File: src/rtl/dma_seq_pkg.sv
package dma_seq_pkg;
  localparam int DESC_WORDS = 3;
  localparam int LINK_LSB   = 5;
  localparam int ERR_W      = 4;

  localparam logic [2:0] REG_PTR  = 3'd0;
  localparam logic [2:0] REG_CMD  = 3'd1;
  localparam logic [2:0] REG_IEN  = 3'd2;
  localparam logic [2:0] REG_IMSK = 3'd3;
  localparam logic [2:0] REG_ICLR = 3'd4;

  localparam int CMD_START  = 0;
  localparam int CMD_PAUSE  = 1;
  localparam int CMD_RESUME = 2;
  localparam int CMD_ABORT  = 3;

  typedef enum logic [2:0] {
    S_IDLE, S_RD_REQ, S_RD_WAIT, S_XF_GO, S_XF_WAIT
  } seq_state_e;
endpackage

File: src/rtl/dma_seq_fsm.sv
module dma_seq_fsm import dma_seq_pkg::*; #(
  parameter int WW = 64
) (
  input  logic              clk_i,
  input  logic              rst_ni,
  input  logic              start_i,
  input  logic              pause_i,
  input  logic              resume_i,
  input  logic              abort_i,
  input  logic [WW/2-1:0]   ptr_i,
  output logic              mem_req_o,
  output logic [WW/2-1:0]   mem_addr_o,
  input  logic              mem_rvalid_i,
  input  logic [WW-1:0]     mem_rdata_i,
  output logic              xfer_start_o,
  output logic [WW/2-1:0]   src_o,
  output logic [WW/2-1:0]   src_attr_o,
  output logic [WW/2-1:0]   dst_o,
  output logic [WW/2-1:0]   dst_attr_o,
  output logic [WW/2-1:0]   cnt_o,
  output logic              xfer_hold_o,
  output logic              xfer_kill_o,
  input  logic              xfer_done_i,
  input  logic [ERR_W-1:0]  xfer_err_i,
  output logic              busy_o,
  output logic              start_go_o,
  output logic              pause_go_o,
  output logic              abort_go_o,
  output logic              done_ev_o,
  output logic [ERR_W-1:0]  err_ev_o
);
  localparam int FW    = WW / 2;
  localparam int IDX_W = $clog2(DESC_WORDS);
  localparam int STEP  = $clog2(WW / 8);

  seq_state_e             state_q;
  logic [IDX_W-1:0]       idx_q;
  logic [FW-1:0]          base_q;
  logic                   paused_q, kill_q;
  logic [WW-1:0]          word_q [DESC_WORDS];
  logic [FW-1:0]          link;
  logic                   busy, start_go, abort_go, pause_go, resume_go;
  logic                   in_wait, err_hit, done_hit, chain_end, finish;

  assign busy      = (state_q != S_IDLE);
  assign start_go  = start_i & ~busy & ~abort_i;
  assign abort_go  = abort_i & busy;
  assign pause_go  = pause_i & busy & ~paused_q & ~abort_i;
  assign resume_go = resume_i & paused_q & ~abort_i & ~pause_i;

  assign link      = word_q[DESC_WORDS-1][WW-1:FW];
  assign chain_end = (link == '0) | link[0];
  assign in_wait   = (state_q == S_XF_WAIT);
  assign err_hit   = in_wait & (|xfer_err_i);
  assign done_hit  = in_wait & ~(|xfer_err_i) & xfer_done_i;
  assign finish    = err_hit | (done_hit & chain_end);

  always_ff @(posedge clk_i or negedge rst_ni) begin
    if (!rst_ni) begin
      state_q <= S_IDLE;
      idx_q   <= '0;
      base_q  <= '0;
    end else if (abort_go) begin
      state_q <= S_IDLE;
    end else begin
      unique case (state_q)
        S_IDLE: if (start_go) begin
          base_q  <= ptr_i;
          idx_q   <= '0;
          state_q <= S_RD_REQ;
        end
        S_RD_REQ: if (!paused_q) state_q <= S_RD_WAIT;
        S_RD_WAIT: if (mem_rvalid_i) begin
          if (idx_q == IDX_W'(DESC_WORDS - 1)) state_q <= S_XF_GO;
          else begin
            idx_q   <= idx_q + 1'b1;
            state_q <= S_RD_REQ;
          end
        end
        S_XF_GO: if (!paused_q) state_q <= S_XF_WAIT;
        S_XF_WAIT: begin
          if (finish) state_q <= S_IDLE;
          else if (done_hit) begin
            base_q  <= {link[FW-1:LINK_LSB], LINK_LSB'(0)};
            idx_q   <= '0;
            state_q <= S_RD_REQ;
          end
        end
        default: state_q <= S_IDLE;
      endcase
    end
  end

  always_ff @(posedge clk_i or negedge rst_ni) begin
    if (!rst_ni) begin
      for (int i = 0; i < DESC_WORDS; i++) word_q[i] <= '0;
    end else if (state_q == S_RD_WAIT && mem_rvalid_i) begin
      for (int i = 0; i < DESC_WORDS; i++)
        if (idx_q == IDX_W'(i)) word_q[i] <= mem_rdata_i;
    end
  end

  always_ff @(posedge clk_i or negedge rst_ni) begin
    if (!rst_ni) begin
      paused_q <= 1'b0;
      kill_q   <= 1'b0;
    end else begin
      kill_q <= abort_go;
      if (abort_go || start_go || finish) paused_q <= 1'b0;
      else if (pause_go)                  paused_q <= 1'b1;
      else if (resume_go)                 paused_q <= 1'b0;
    end
  end

  assign mem_req_o    = (state_q == S_RD_REQ) & ~paused_q;
  assign mem_addr_o   = base_q + (FW'(idx_q) << STEP);
  assign xfer_start_o = (state_q == S_XF_GO) & ~paused_q;
  assign src_o        = word_q[0][WW-1:FW];
  assign src_attr_o   = word_q[0][FW-1:0];
  assign dst_o        = word_q[1][WW-1:FW];
  assign dst_attr_o   = word_q[1][FW-1:0];
  assign cnt_o        = word_q[2][FW-1:0];
  assign xfer_hold_o  = paused_q;
  assign xfer_kill_o  = kill_q;
  assign busy_o       = busy;
  assign start_go_o   = start_go;
  assign pause_go_o   = pause_go;
  assign abort_go_o   = abort_go;
  assign done_ev_o    = done_hit & chain_end;
  assign err_ev_o     = in_wait ? xfer_err_i : '0;
endmodule

File: src/rtl/dma_seq_stat.sv
module dma_seq_stat import dma_seq_pkg::*; (
  input  logic             clk_i,
  input  logic             rst_ni,
  input  logic             busy_i,
  input  logic             start_i,
  input  logic             pause_i,
  input  logic             abort_i,
  input  logic             done_i,
  input  logic [ERR_W-1:0] err_i,
  input  logic             ien_we_i,
  input  logic             imsk_we_i,
  input  logic             iclr_we_i,
  input  logic             bit_i,
  output logic [ERR_W+3:0] status_o,
  output logic             irq_o
);
  logic [ERR_W+2:0] flags_q;
  logic             ien_q, imsk_q, pend_q, end_ev;

  assign end_ev = done_i | abort_i | (|err_i);

  always_ff @(posedge clk_i or negedge rst_ni) begin
    if (!rst_ni) begin
      flags_q <= '0;
      ien_q   <= 1'b0;
      imsk_q  <= 1'b0;
      pend_q  <= 1'b0;
    end else begin
      if (start_i) flags_q <= '0;
      else         flags_q <= flags_q | {err_i, abort_i, pause_i, done_i};
      if (ien_we_i)  ien_q  <= bit_i;
      if (imsk_we_i) imsk_q <= bit_i;
      if (end_ev)                  pend_q <= 1'b1;
      else if (iclr_we_i && bit_i) pend_q <= 1'b0;
    end
  end

  assign status_o = {flags_q, busy_i};
  assign irq_o    = pend_q & ien_q & ~imsk_q;
endmodule

File: src/rtl/dma_chain_seq.sv
module dma_chain_seq import dma_seq_pkg::*; (
  input  logic        clk_i,
  input  logic        rst_ni,
  input  logic        reg_we_i,
  input  logic [2:0]  reg_addr_i,
  input  logic [31:0] reg_wdata_i,
  output logic        mem_req_o,
  output logic [31:0] mem_addr_o,
  input  logic        mem_rvalid_i,
  input  logic [63:0] mem_rdata_i,
  output logic        xfer_start_o,
  output logic [31:0] xfer_src_o,
  output logic [31:0] xfer_src_attr_o,
  output logic [31:0] xfer_dst_o,
  output logic [31:0] xfer_dst_attr_o,
  output logic [31:0] xfer_cnt_o,
  output logic        xfer_hold_o,
  output logic        xfer_kill_o,
  input  logic        xfer_done_i,
  input  logic [3:0]  xfer_err_i,
  output logic [7:0]  status_o,
  output logic        irq_o
);
  logic [31:0]      ptr_q;
  logic             cmd_we;
  logic             busy, start_go, pause_go, abort_go, done_ev;
  logic [ERR_W-1:0] err_ev;

  assign cmd_we = reg_we_i && (reg_addr_i == REG_CMD);

  always_ff @(posedge clk_i or negedge rst_ni) begin
    if (!rst_ni) ptr_q <= '0;
    else if (reg_we_i && reg_addr_i == REG_PTR) ptr_q <= reg_wdata_i;
  end

  dma_seq_fsm #(.WW(64)) u_fsm (
    .clk_i, .rst_ni,
    .start_i     (cmd_we & reg_wdata_i[CMD_START]),
    .pause_i     (cmd_we & reg_wdata_i[CMD_PAUSE]),
    .resume_i    (cmd_we & reg_wdata_i[CMD_RESUME]),
    .abort_i     (cmd_we & reg_wdata_i[CMD_ABORT]),
    .ptr_i       (ptr_q),
    .mem_req_o, .mem_addr_o, .mem_rvalid_i, .mem_rdata_i,
    .xfer_start_o,
    .src_o       (xfer_src_o),
    .src_attr_o  (xfer_src_attr_o),
    .dst_o       (xfer_dst_o),
    .dst_attr_o  (xfer_dst_attr_o),
    .cnt_o       (xfer_cnt_o),
    .xfer_hold_o, .xfer_kill_o, .xfer_done_i, .xfer_err_i,
    .busy_o      (busy),
    .start_go_o  (start_go),
    .pause_go_o  (pause_go),
    .abort_go_o  (abort_go),
    .done_ev_o   (done_ev),
    .err_ev_o    (err_ev)
  );

  dma_seq_stat u_stat (
    .clk_i, .rst_ni,
    .busy_i    (busy),
    .start_i   (start_go),
    .pause_i   (pause_go),
    .abort_i   (abort_go),
    .done_i    (done_ev),
    .err_i     (err_ev),
    .ien_we_i  (reg_we_i && reg_addr_i == REG_IEN),
    .imsk_we_i (reg_we_i && reg_addr_i == REG_IMSK),
    .iclr_we_i (reg_we_i && reg_addr_i == REG_ICLR),
    .bit_i     (reg_wdata_i[0]),
    .status_o,
    .irq_o
  );
endmodule

File: config.mk
export PLATFORM = sky130hd
export DESIGN_NAME = dma_chain_seq
export DESIGN_NICKNAME = d
export VERILOG_FILES = /design/src/rtl/dma_seq_pkg.sv /design/src/rtl/dma_seq_fsm.sv /design/src/rtl/dma_seq_stat.sv /design/src/rtl/dma_chain_seq.sv
export SDC_FILE = /design/constraint.sdc
export NUM_CORES = 1
export LEC_CHECK = 0
export ABC_AREA = 1
export BUFFER_PORTS_ARGS = -buffer_cell sky130_fd_sc_hd__buf_2
export CORE_MARGIN = 4
export CORE_UTILIZATION = 35
export DETAILED_ROUTE_END_ITERATION = 7
export SYNTH_ARGS = -nofsm -noshare
export SYNTH_HDL_FRONTEND = slang
export SYNTH_HIERARCHICAL = 1
export SYNTH_SLANG_ARGS = --single-unit
File: constraint.sdc
create_clock -name clk_i -period 7.19 [get_ports clk_i]
set_input_delay 1.438 -clock clk_i [delete_from_list [all_inputs] [get_ports clk_i]]
set_output_delay 1.438 -clock clk_i [all_outputs]
set_load 0.02 [all_outputs]
==> results.sh, run 1 <==
export IMPL_gp_congestion=0.840
export IMPL_ys_seq_area_share_pct=58.7
export IMPL_worstSetupStartpointType="flip-flop"
export IMPL_critPathTopFamily="simple AND/OR/NAND/NOR gates"
export IMPL_synth_edf_count=0
export IMPL_crit_top_cell="nor3_4"
export IMPL_drt_iter0_drc=547
export IMPL_synthTopCellsByCount="460 x nand2_1, 273 x dfrtp_1, 193 x o21ai_0"
export IMPL_slew_headroom_pct=37.2
export IMPL_critPathArrivalTime_ns=2.90
export IMPL_synthMuxAreaShare_pct=0
export IMPL_share_seq_of_total_power_pct=40.0
export IMPL_numPortBuffers=312
export IMPL_firstDrtPassIters=5
export IMPL_clkPwrFrac_pct=24.1
export IMPL_final_nets=1728
export IMPL_cts_tree="done"
export IMPL_ys_types=35
export IMPL_synthToLayoutAreaGrowth_pct=23.9
export IMPL_ant_nets=0
export IMPL_min_from="ptr_q[27]"
export IMPL_intPower_mw=3.60
export IMPL_vdd_ir_drop_max_mv=0.242
export IMPL_grt_pass1_vias=9489
export IMPL_slowest_stage="fa_1"
export IMPL_num_vias=9508
export IMPL_worstRegToRegCells=7
export IMPL_finalCritPeriodShare_pct=60.3
export IMPL_min_path_cells=2
export IMPL_synthCells=1334
export IMPL_synth_cell_area_um2=11600
export IMPL_report_final_slew_viol_count=0
export IMPL_critPathMaxStageDelay_ns=0.47
export IMPL_yosysTopAreaCell="dfrtp_1"
export IMPL_ys_seq_elements=273
export IMPL_whs_endpoint="ptr_q[27]"
export IMPL_die_w_um=190
export IMPL_hold_violations=0
export IMPL_start_util_pct=35.6
export IMPL_drc_errors=0
export IMPL_postLayoutCellArea_um2=14400
export IMPL_outcome="finished clean"
export IMPL_die_h_um=190
export IMPL_p_switching_mw=2.44
export IMPL_worstPathCellList="ha_1 -> inv_1 -> fa_1 -> nor3_4 -> nand3_2 -> nor3_4 -> nand2_1 -> nor2_1 -> xor2_1 -> buf_2"
export IMPL_ys_async_sr_fraction_pct=100
export IMPL_cts_hold_fix_buffers=0
export IMPL_cts_resized=0
export IMPL_period_minus_slack_ns=4.34
export IMPL_ys_flop_type="dfrtp_1"
export IMPL_yosysWarnings=6
export IMPL_synth_xor_area_share_pct=1.96
export IMPL_setup_violations=0
export IMPL_grt_start_max_net_pins=126
export IMPL_worst_pin_slew_ns=0.941
export IMPL_grt_first_pass_wirelength_um=52100
export IMPL_gr_total_overflow=0
export IMPL_synth_most_common_cell="nand2_1"
export IMPL_wl_um=32500
export IMPL_clock_path_buffers=3
export IMPL_power_density_nw_per_um2=419
export IMPL_synth_top_area_share_pct=58.7
export IMPL_r2r_start="u_fsm/state_q[1]"
export IMPL_cp_end_kind="output port"
export IMPL_clock_latency_ns=0.54
export IMPL_synth_compound_area_share_pct=9.08
export IMPL_finClkSkew_ns=0.00597
export IMPL_syn_avg_cell_area_um2=8.73
export IMPL_grt_antenna_before_repair=1
export IMPL_holdCritPathClass="reg -> reg"
export IMPL_synthTopCellsByArea="dfrtp_1 59%, nand2_1 15%, o21ai_0 8.3%"
export IMPL_crit_required_ns=5.75
export IMPL_via_per_inst=4.57
export IMPL_path_max_fanout=5
export IMPL_place_area_um2=13500
export IMPL_synth_fa_ha_area_share_pct=0.709
export IMPL_wl_per_cell_um=15.6
export IMPL_post_cts_buffers=0
export IMPL_finalSetupTns_ns=0
export IMPL_rsz0062_at_grt="no"
export IMPL_design_portCount=313
export IMPL_rrSetupSlack_ns=4.45
export IMPL_leakage_nw=7.95
export IMPL_htree_levels=1
export IMPL_rows=66
export IMPL_grtUsageTotal_pct=17.5
export IMPL_seqCellArea_um2=6830
export IMPL_r2r_end="u_fsm/base_q[5]"
export IMPL_synth_top_family_by_area="simple AND/OR/NAND/NOR gates"
export IMPL_crit_buf_inv=2
export IMPL_multi_input_area_um2=4050
export IMPL_p_comb_share_pct=35.9
export IMPL_clock_sinks=273
export IMPL_syn_num_nets=1448
export IMPL_fp_coreArea_um2=32700
export IMPL_fmax_mhz=231
export IMPL_clk_pin_slew_ns=0.06
export IMPL_crit_type="reg -> out"
export IMPL_dpl_hpwl_um=23300
export IMPL_yosys_area_share_simple_pct=22.7
export IMPL_die_area_um2=36300
export IMPL_swShare_pct=40.4
export IMPL_n_fill_cell=3305
export IMPL_cap_viol_max_count=0
export IMPL_root_buffer="clkbuf_16"
export IMPL_layout_drive_gt1_share_pct=23.9
export IMPL_numCtsBuffers=30
[placed cells by master (no fill, tap or decap), types with 2 or more instances in the layout]
| cell | count |
|---|---|
| clkinv_2 | 9 |
| clkbuf_8 | 6 |
| buf_4 | 4 |
| xnor2_1 | 12 |
| nand2_4 | 3 |
| o21ai_1 | 6 |
| nor3_4 | 2 |
| o211ai_1 | 2 |
| o21ai_0 | 193 |
| nand3_2 | 2 |
| nand3_4 | 3 |
| nor3_1 | 3 |
| dfrtp_1 | 273 |
| ha_1 | 5 |
| nand2_1 | 460 |
| nor2_4 | 4 |
| buf_2 | 311 |
| xor2_1 | 14 |
| nand3_1 | 73 |
| nand4_1 | 12 |
| clkbuf_1 | 7 |
| inv_1 | 109 |
| clkbuf_16 | 31 |
| inv_2 | 6 |
| nor4_1 | 3 |
| nor2_1 | 67 |
| nor2_2 | 3 |
[per-stage QoR]
| stage | hold WS (ns) | power [mW] | instances | setup WS [ns] | utilization (%) |
|---|---|---|---|---|---|
| after floorplan | 0.442 | 3.81 | 1334 | 3.58 | - |
| after global placement | 0.453 | 4.60 | 2024 | 3.26 | 41.3 |
| after detailed placement | 0.459 | 4.64 | 2024 | 3.20 | 41.3 |
| after CTS | 0.474 | 6.13 | 2078 | 2.82 | 44.1 |
| after global routing | 0.489 | 6.47 | 2078 | 2.67 | 44.1 |
| final | 0.468 | 6.04 | 2079 | 2.85 | 44.1 |
[sequential cells by signal, summed over array words and instances, names as in the netlist, 2 cells and up]
signal	cells
ptr_q	32
u_fsm/cnt_o	32
u_fsm/src_attr_o	32
u_fsm/dst_attr_o	32
u_fsm/link	32
u_fsm/base_q	32
u_stat/flags_q	7
u_fsm/dst_o	32
u_fsm/idx_q	2
u_fsm/src_o	32
u_fsm/state_q	3
[power groups by stage]
stage / Clock [mW] / Sequential [mW] / Combinational [mW]
3_3_place_gp: 0 / 2.42 / 2.18
2_1_floorplan: 0 / 2.85 / 0.959
4_1_cts: 1.50 / 2.42 / 2.21
6_report: 1.46 / 2.42 / 2.17
5_1_grt: 1.57 / 2.50 / 2.41
3_5_place_dp: 0 / 2.43 / 2.21
[worst max-delay path by stage]
stage                         startpoint               end  slack [ns]  cells after the start
after CTS                 u_fsm/idx_q[0]    mem_addr_o[25]        2.82                     10
final                     u_fsm/idx_q[0]    mem_addr_o[25]        2.85                     10
after detailed placement   reg_addr_i[2]  u_fsm/base_q[17]        3.20                     11
after global routing      u_fsm/idx_q[0]    mem_addr_o[25]        2.67                     10
after floorplan           u_fsm/idx_q[0]    mem_addr_o[25]        3.58                      9
after global placement          reg_we_i  u_fsm/base_q[14]        3.26                     12
[kinds of logic after synthesis]
kind of cell	after synthesis
AO/OA/AOI/OAI	206
adder cells (fa/ha/maj)	6
buffers and inverters	184
flip-flops	273
AND/OR/NAND/NOR	639
XOR/XNOR	26
[cell type report]
class | instances | area share, %
inverters | 115 | 2.99
clock inverters | 10 | 0.364
clock buffers | 44 | 6.13
well taps | 442 | 3.83
repair buffers | 317 | 11.2
diodes | 1 | 0.0173
multi-input cells | 877 | 28.1
flip-flops and latches | 273 | 47.3
[layer usage]
metal  GRT usage [%]  wire (um)
met1            23.8      14200
met3            4.83       2750
met5               0         13
met4            3.54        493
met2            28.5      15100
[worst min-delay path, cell delays in order (launching register included)]
cell and delay (ns):
dfrtp_1 0.34, nand2_1 0.05, nand2_1 0.05
No activity file was read; power rests on OpenSTA's default activity.
==> run 2, diff against run 1 <==
==> constraint.sdc (replaced) <==
create_clock -name clk_i -period 4.4 [get_ports clk_i]
set_input_delay 0.88 -clock clk_i [delete_from_list [all_inputs] [get_ports clk_i]]
set_output_delay 0.88 -clock clk_i [all_outputs]
set_load 0.02 [all_outputs]
==> run 2 against run 1 <==
  * Routed wire length grew 1.6%
  * Sequential share of layout area shrank 0.37 points
  * Via count grew 1.1%
  * Critical path type unchanged
  * Largest cell class unchanged
  * Largest power group unchanged
  * Highest routed layer unchanged
==> results.sh, run 2 (synthesis gave the netlist of run 1 again) <==
export IMPL_crit_type="reg -> out"
export IMPL_critPathMaxStageDelay_ns=0.45
export IMPL_wl_um=33000
export IMPL_ant_nets=0
export IMPL_layout_commonest_cell="nand2_1"
export IMPL_synthToLayoutAreaGrowth_pct=24.9
export IMPL_gr_total_overflow=0
export IMPL_setup_violations=0
export IMPL_firstDrtPassIters=4
export IMPL_slowest_stage="fa_1"
export IMPL_clock_sinks=273
export IMPL_grt_pass1_vias=9556
export IMPL_critPathTopFamily="simple AND/OR/NAND/NOR gates"
export IMPL_report_final_slew_viol_count=0
export IMPL_leakage_nw=8.00
export IMPL_fmax_mhz=265
export IMPL_cts_hold_fix_buffers=0
export IMPL_finalCritPeriodShare_pct=85.7
export IMPL_period_minus_slack_ns=3.77
export IMPL_finalSetupTns_ns=0
export IMPL_p_comb_share_pct=35.4
export IMPL_grt_start_max_net_pins=88
export IMPL_holdCritPathClass="in -> async"
export IMPL_start_util_pct=35.6
export IMPL_root_buffer="clkbuf_16"
export IMPL_slew_headroom_pct=36.9
export IMPL_layout_common_cells="460 x nand2_1, 311 x buf_2, 273 x dfrtp_1"
export IMPL_post_cts_buffers=0
export IMPL_clkPwrFrac_pct=25.3
export IMPL_wl_per_cell_um=15.8
export IMPL_crit_top_cell="nor3_4"
export IMPL_cts_resized=0
export IMPL_share_seq_of_total_power_pct=39.3
export IMPL_worst_pin_slew_ns=0.946
export IMPL_intPower_mw=6.02
export IMPL_final_nets=1732
export IMPL_design_portCount=313
export IMPL_rsz0062_at_grt="no"
export IMPL_clk_pin_slew_ns=0.06
export IMPL_grtUsageTotal_pct=17.8
export IMPL_cp_end_kind="output port"
export IMPL_swShare_pct=40.1
export IMPL_num_vias=9609
export IMPL_critPathArrivalTime_ns=2.89
export IMPL_clock_latency_ns=0.55
export IMPL_die_w_um=190
export IMPL_layout_drive_gt1_share_pct=24.3
export IMPL_die_h_um=190
export IMPL_antenna_cells=0
export IMPL_power_density_nw_per_um2=691
export IMPL_fp_coreArea_um2=32700
export IMPL_grt_first_pass_wirelength_um=52700
export IMPL_crit_required_ns=3.52
export IMPL_drc_errors=0
export IMPL_cap_viol_max_count=0
export IMPL_finClkSkew_ns=0.0207
export IMPL_dpl_hpwl_um=23900
export IMPL_drt_iter0_drc=564
export IMPL_path_max_fanout=5
export IMPL_outcome="finished clean"
export IMPL_clock_path_buffers=3
export IMPL_cts_tree="done"
export IMPL_rows=66
export IMPL_crit_buf_inv=2
export IMPL_via_per_inst=4.61
export IMPL_htree_levels=1
export IMPL_die_area_um2=36300
export IMPL_numPortBuffers=312
export IMPL_hold_slack_ns=0.310
export IMPL_p_switching_mw=4.03
export IMPL_grt_antenna_before_repair=1
export IMPL_gp_congestion=0.830
export IMPL_worstPathCellList="ha_1 -> inv_1 -> fa_1 -> nor3_4 -> nand3_2 -> nor3_4 -> nand2_1 -> nor2_1 -> xor2_1 -> buf_2"
export IMPL_vdd_ir_drop_max_mv=0.512
export IMPL_worstSetupStartpointType="flip-flop"
export IMPL_hold_violations=0
export IMPL_numCtsBuffers=30
[run 2: cell count changes in the layout (fill, tap and decap cells not counted)]
cell,delta
clkbuf_8,-3
buf_4,+3
clkinvlp_4,+1
clkinv_4,+3
clkbuf_1,-2
bufinv_16,+3
diode_2,-1
buf_12,+1
[run 2: path summary, 6_finish.rpt]
kind	start	slack, ns	endpoint	cells past startpoint
max in group asynchronous	rst_ni	2.98	u_fsm/base_q[26]	2
setup reg to reg	u_fsm/state_q[1]	1.64	u_fsm/base_q[14]	7
hold / removal	rst_ni	0.31	u_fsm/dst_attr_o[8]	1
hold reg to reg	u_fsm/base_q[0]	0.47	u_fsm/base_q[0]	2
setup / recovery	u_fsm/idx_q[0]	0.63	mem_addr_o[25]	10
min in group clk_i	u_fsm/base_q[0]	0.47	u_fsm/base_q[0]	2
[run 2: layer usage]
metal / up-vias / GRT usage [%] / wire (um)
li1: 4783 / - / -
met1: 4540 / 24.4 / 14600
met2: 253 / 29.0 / 15600
met3: 31 / 4.72 / 2470
met4: 2 / 3.18 / 384
met5: - / 0 / 13
[run 2: layout make-up]
cell class,count,area (um2)
Clock buffer,39,836
Clock inverter,17,176
Fill cell,3324,18200
Inverter,115,432
Multi-Input combinational cell,877,4050
Sequential cell,273,6830
Tap cell,442,553
Timing Repair Buffer,321,1660
[run 2: worst register-to-register path, cell delays in order (launching register included)]
cell     delay, ns
dfrtp_1       0.42
nor2_4        0.18
nand2_4       0.26
inv_1         0.77
o21ai_4       0.44
nand2_4       0.42
nand2_1       0.12
nand2_1       0.08
[run 2: per-stage QoR]
stage	cell area (um2)	setup slack [ns]	power [mW]	cells	util (%)
after detailed placement	13500	1.18	7.60	2028	41.4
after CTS	14500	0.586	10.2	2084	44.5
after global routing	14500	0.456	10.8	2084	44.5
final	14500	0.631	10.1	2084	44.5
after global placement	13500	1.23	7.52	2028	41.4
after floorplan	11600	1.35	6.23	1334	-
[run 2: power by group through the flow]
stage / clock, mW / sequential (mW) / combinational [mW]
floorplan: 0 / 4.66 / 1.57
global placement: 0 / 3.96 / 3.56
detailed placement: 0 / 3.97 / 3.62
CTS: 2.63 / 3.95 / 3.62
global route: 2.75 / 4.07 / 3.95
finish: 2.55 / 3.95 / 3.56
==> run 3, diff against run 2 <==
--- a/config.mk
+++ b/config.mk
@@ -5,7 +5,7 @@
 export SDC_FILE = /design/constraint.sdc
 export NUM_CORES = 1
 export LEC_CHECK = 0
-export ABC_AREA = 1
+export ABC_AREA = 0
 export BUFFER_PORTS_ARGS = -buffer_cell sky130_fd_sc_hd__buf_2
 export CORE_MARGIN = 4
 export CORE_UTILIZATION = 35
==> run 3 against run 2 <==
  * Cell area rose by 5.0%
  * Utilization fell by 0.50 points
  * Final cell count fell by 24%
  * First-iteration DRC count fell by 49%
  * Clock skew fell by 0.013 ns
  * Maximum frequency fell by 1.5%
==> results.sh, run 3 <==
export IMPL_die_h_um=196
export IMPL_clock_path_buffers=3
export IMPL_stdcell_count=1592
export IMPL_grt_first_pass_wirelength_um=48800
export IMPL_grtUsageTotal_pct=15.9
export IMPL_synth_xor_area_share_pct=1.91
export IMPL_fp_coreArea_um2=34700
export IMPL_finalSetupTns_ns=0
export IMPL_leakage_nw=7.94
export IMPL_power_density_nw_per_um2=758
export IMPL_yosys_area_share_simple_pct=5.88
export IMPL_finClkSkew_ns=0.00796
export IMPL_setup_violations=0
export IMPL_rows=68
export IMPL_synthTopCellsByCount="273 x dfrtp_1, 200 x mux2_4, 74 x mux2_2"
export IMPL_die_area_um2=38400
export IMPL_design_portCount=313
export IMPL_crit_type="reg -> out"
export IMPL_report_final_slew_viol_count=0
export IMPL_path_max_fanout=7
export IMPL_cts_resized=0
export IMPL_clk_pin_slew_ns=0.06
export IMPL_final_nets=1227
export IMPL_period_minus_slack_ns=3.83
export IMPL_hold_violations=0
export IMPL_grt_pass1_vias=8045
export IMPL_synth_top_area_share_pct=55.2
export IMPL_synth_compound_area_share_pct=1.52
export IMPL_clock_latency_ns=0.55
export IMPL_synth_fa_ha_area_share_pct=0.667
export IMPL_worstPathCellList="ha_1 -> inv_1 -> fa_1 -> nor3b_2 -> buf_4 -> nand3_1 -> nor3_1 -> xor2_1 -> buf_2"
export IMPL_firstDrtPassIters=5
export IMPL_rsz0062_at_grt="no"
export IMPL_power_mw=11.6
export IMPL_syn_num_nets=905
export IMPL_post_cts_buffers=0
export IMPL_ant_nets=0
export IMPL_wl_um=31400
export IMPL_grt_start_max_net_pins=112
export IMPL_layout_common_cells="311 x buf_2, 273 x dfrtp_1, 200 x mux2_4"
export IMPL_dp_cells=1535
export IMPL_gr_total_overflow=0
export IMPL_drc_errors=0
export IMPL_share_seq_of_total_power_pct=37.9
export IMPL_ys_types=51
export IMPL_finalCritPeriodShare_pct=86.9
export IMPL_p_comb_share_pct=41.5
export IMPL_via_per_inst=4.68
export IMPL_syn_avg_cell_area_um2=15.6
export IMPL_grt_antenna_before_repair=3
export IMPL_start_util_pct=35.6
export IMPL_synthTopCellsByArea="dfrtp_1 55%, mux2_4 24%, mux2_2 6.7%"
export IMPL_dpl_hpwl_um=22300
export IMPL_die_w_um=196
export IMPL_utilization_pct=44.0
export IMPL_p_switching_mw=4.23
export IMPL_vdd_ir_drop_max_mv=0.382
export IMPL_holdCritPathClass="in -> async"
export IMPL_cap_viol_max_count=0
export IMPL_synth_edf_count=0
export IMPL_slew_headroom_pct=41.8
export IMPL_numPortBuffers=312
export IMPL_crit_required_ns=3.52
export IMPL_fmax_mhz=261
export IMPL_outcome="finished clean"
export IMPL_ys_flop_type="dfrtp_1"
export IMPL_critPathMaxStageDelay_ns=0.48
export IMPL_yosysWarnings=6
export IMPL_ys_async_sr_fraction_pct=100
export IMPL_synthMuxAreaShare_pct=31.5
export IMPL_hold_slack_ns=0.408
export IMPL_drt_iter0_drc=289
export IMPL_worstSetupStartpointType="flip-flop"
export IMPL_synth_cell_area_um2=12400
export IMPL_clock_sinks=273
export IMPL_root_buffer="clkbuf_16"
export IMPL_htree_levels=1
export IMPL_ys_seq_elements=273
export IMPL_synthToLayoutAreaGrowth_pct=23.4
export IMPL_cp_end_kind="output port"
export IMPL_layout_commonest_cell="buf_2"
export IMPL_worst_pin_slew_ns=0.874
export IMPL_slowest_stage="fa_1"
export IMPL_yosysTopAreaCell="dfrtp_1"
export IMPL_critPathArrivalTime_ns=2.95
export IMPL_numCtsBuffers=31
export IMPL_synth_most_common_cell="dfrtp_1"
export IMPL_clkPwrFrac_pct=20.6
export IMPL_gp_congestion=0.788
export IMPL_ys_seq_area_share_pct=55.2
export IMPL_layout_drive_gt1_share_pct=57.9
export IMPL_wl_per_cell_um=19.8
export IMPL_cts_tree="done"
export IMPL_intPower_mw=7.34
export IMPL_cts_hold_fix_buffers=0
export IMPL_num_vias=7457
export IMPL_synthCells=791
export IMPL_swShare_pct=36.6
export IMPL_synth_top_family_by_area="multiplexers"
==> run 3: cell types whose count changed in the layout (fill, tap and decap cells not counted), moves of 10 or more <==
cell     previous run  this run
nand2_1           460        23
mux2_4              0       200
o21ai_0           193         9
inv_1             109        16
mux2_2              0        74
nand3_1            73         9
nor2_1             67        34
and2_1              0        10
==> run 3: layer usage <==
layer	GRT usage, %	vias to the layer above	share of wire [%]
li1	-	3425	-
met1	22.1	3771	45
met2	25.1	225	46
met3	3.98	36	7.0
met4	4.16	0	1.9
met5	0	-	0
==> run 3: path summary, 6_finish.rpt <==
kind,slack [ns],endpoint,from,depth (start not counted)
max in group asynchronous,3.07,u_fsm/cnt_o[11],rst_ni,2
min in group clk_i,0.47,u_fsm/base_q[2],ptr_q[2],2
min reg2reg,0.47,u_fsm/base_q[2],ptr_q[2],2
max reg2reg,1.76,u_fsm/base_q[8],u_fsm/link[7],6
min,0.41,u_stat/imsk_q,rst_ni,1
max,0.57,mem_addr_o[27],u_fsm/idx_q[0],9
==> run 3: cell families after synthesis <==
group	after synthesis
mux	280
flops	273
simple gates	125
buf+inv	54
xor+xnor	27
compound gates	26
fa+ha+maj	6
==> run 3: worst max-delay path: cells and delay by family (launching register included) <==
kind | cells | cell delay (ns)
xor gates and xnor gates | 1 | 0.18
adders and majority gates | 2 | 0.66
buffers and inverters | 3 | 0.42
DFF | 1 | 0.38
and+or+nand+nor | 3 | 0.78
==> run 3: layout make-up <==
class	count	area, um2
clock buffer	47	896
timing repair buffer	327	1720
multi-input combinational	464	5140
fill	3206	19400
antenna	3	7.51
inverter	16	60.1
clock inverter	7	41.3
sequential	273	6830
tap	455	569
==> run 3: power groups by stage <==
stage               clock [mW]  sequential, mW  combinational [mW]
floorplan                    0            5.10                2.54
global placement             0            4.39                4.81
detailed placement           0            4.39                4.87
CTS                       2.47            4.39                4.87
global route              2.58            4.54                5.10
finish                    2.39            4.38                4.80
==> run 3: metrics by stage <==
stage | area [um2] | setup WS, ns
after floorplan | 12400 | 1.37
after global placement | 14300 | 1.16
after detailed placement | 14300 | 1.09
after CTS | 15300 | 0.490
after global routing | 15300 | 0.376
final | 15300 | 0.574
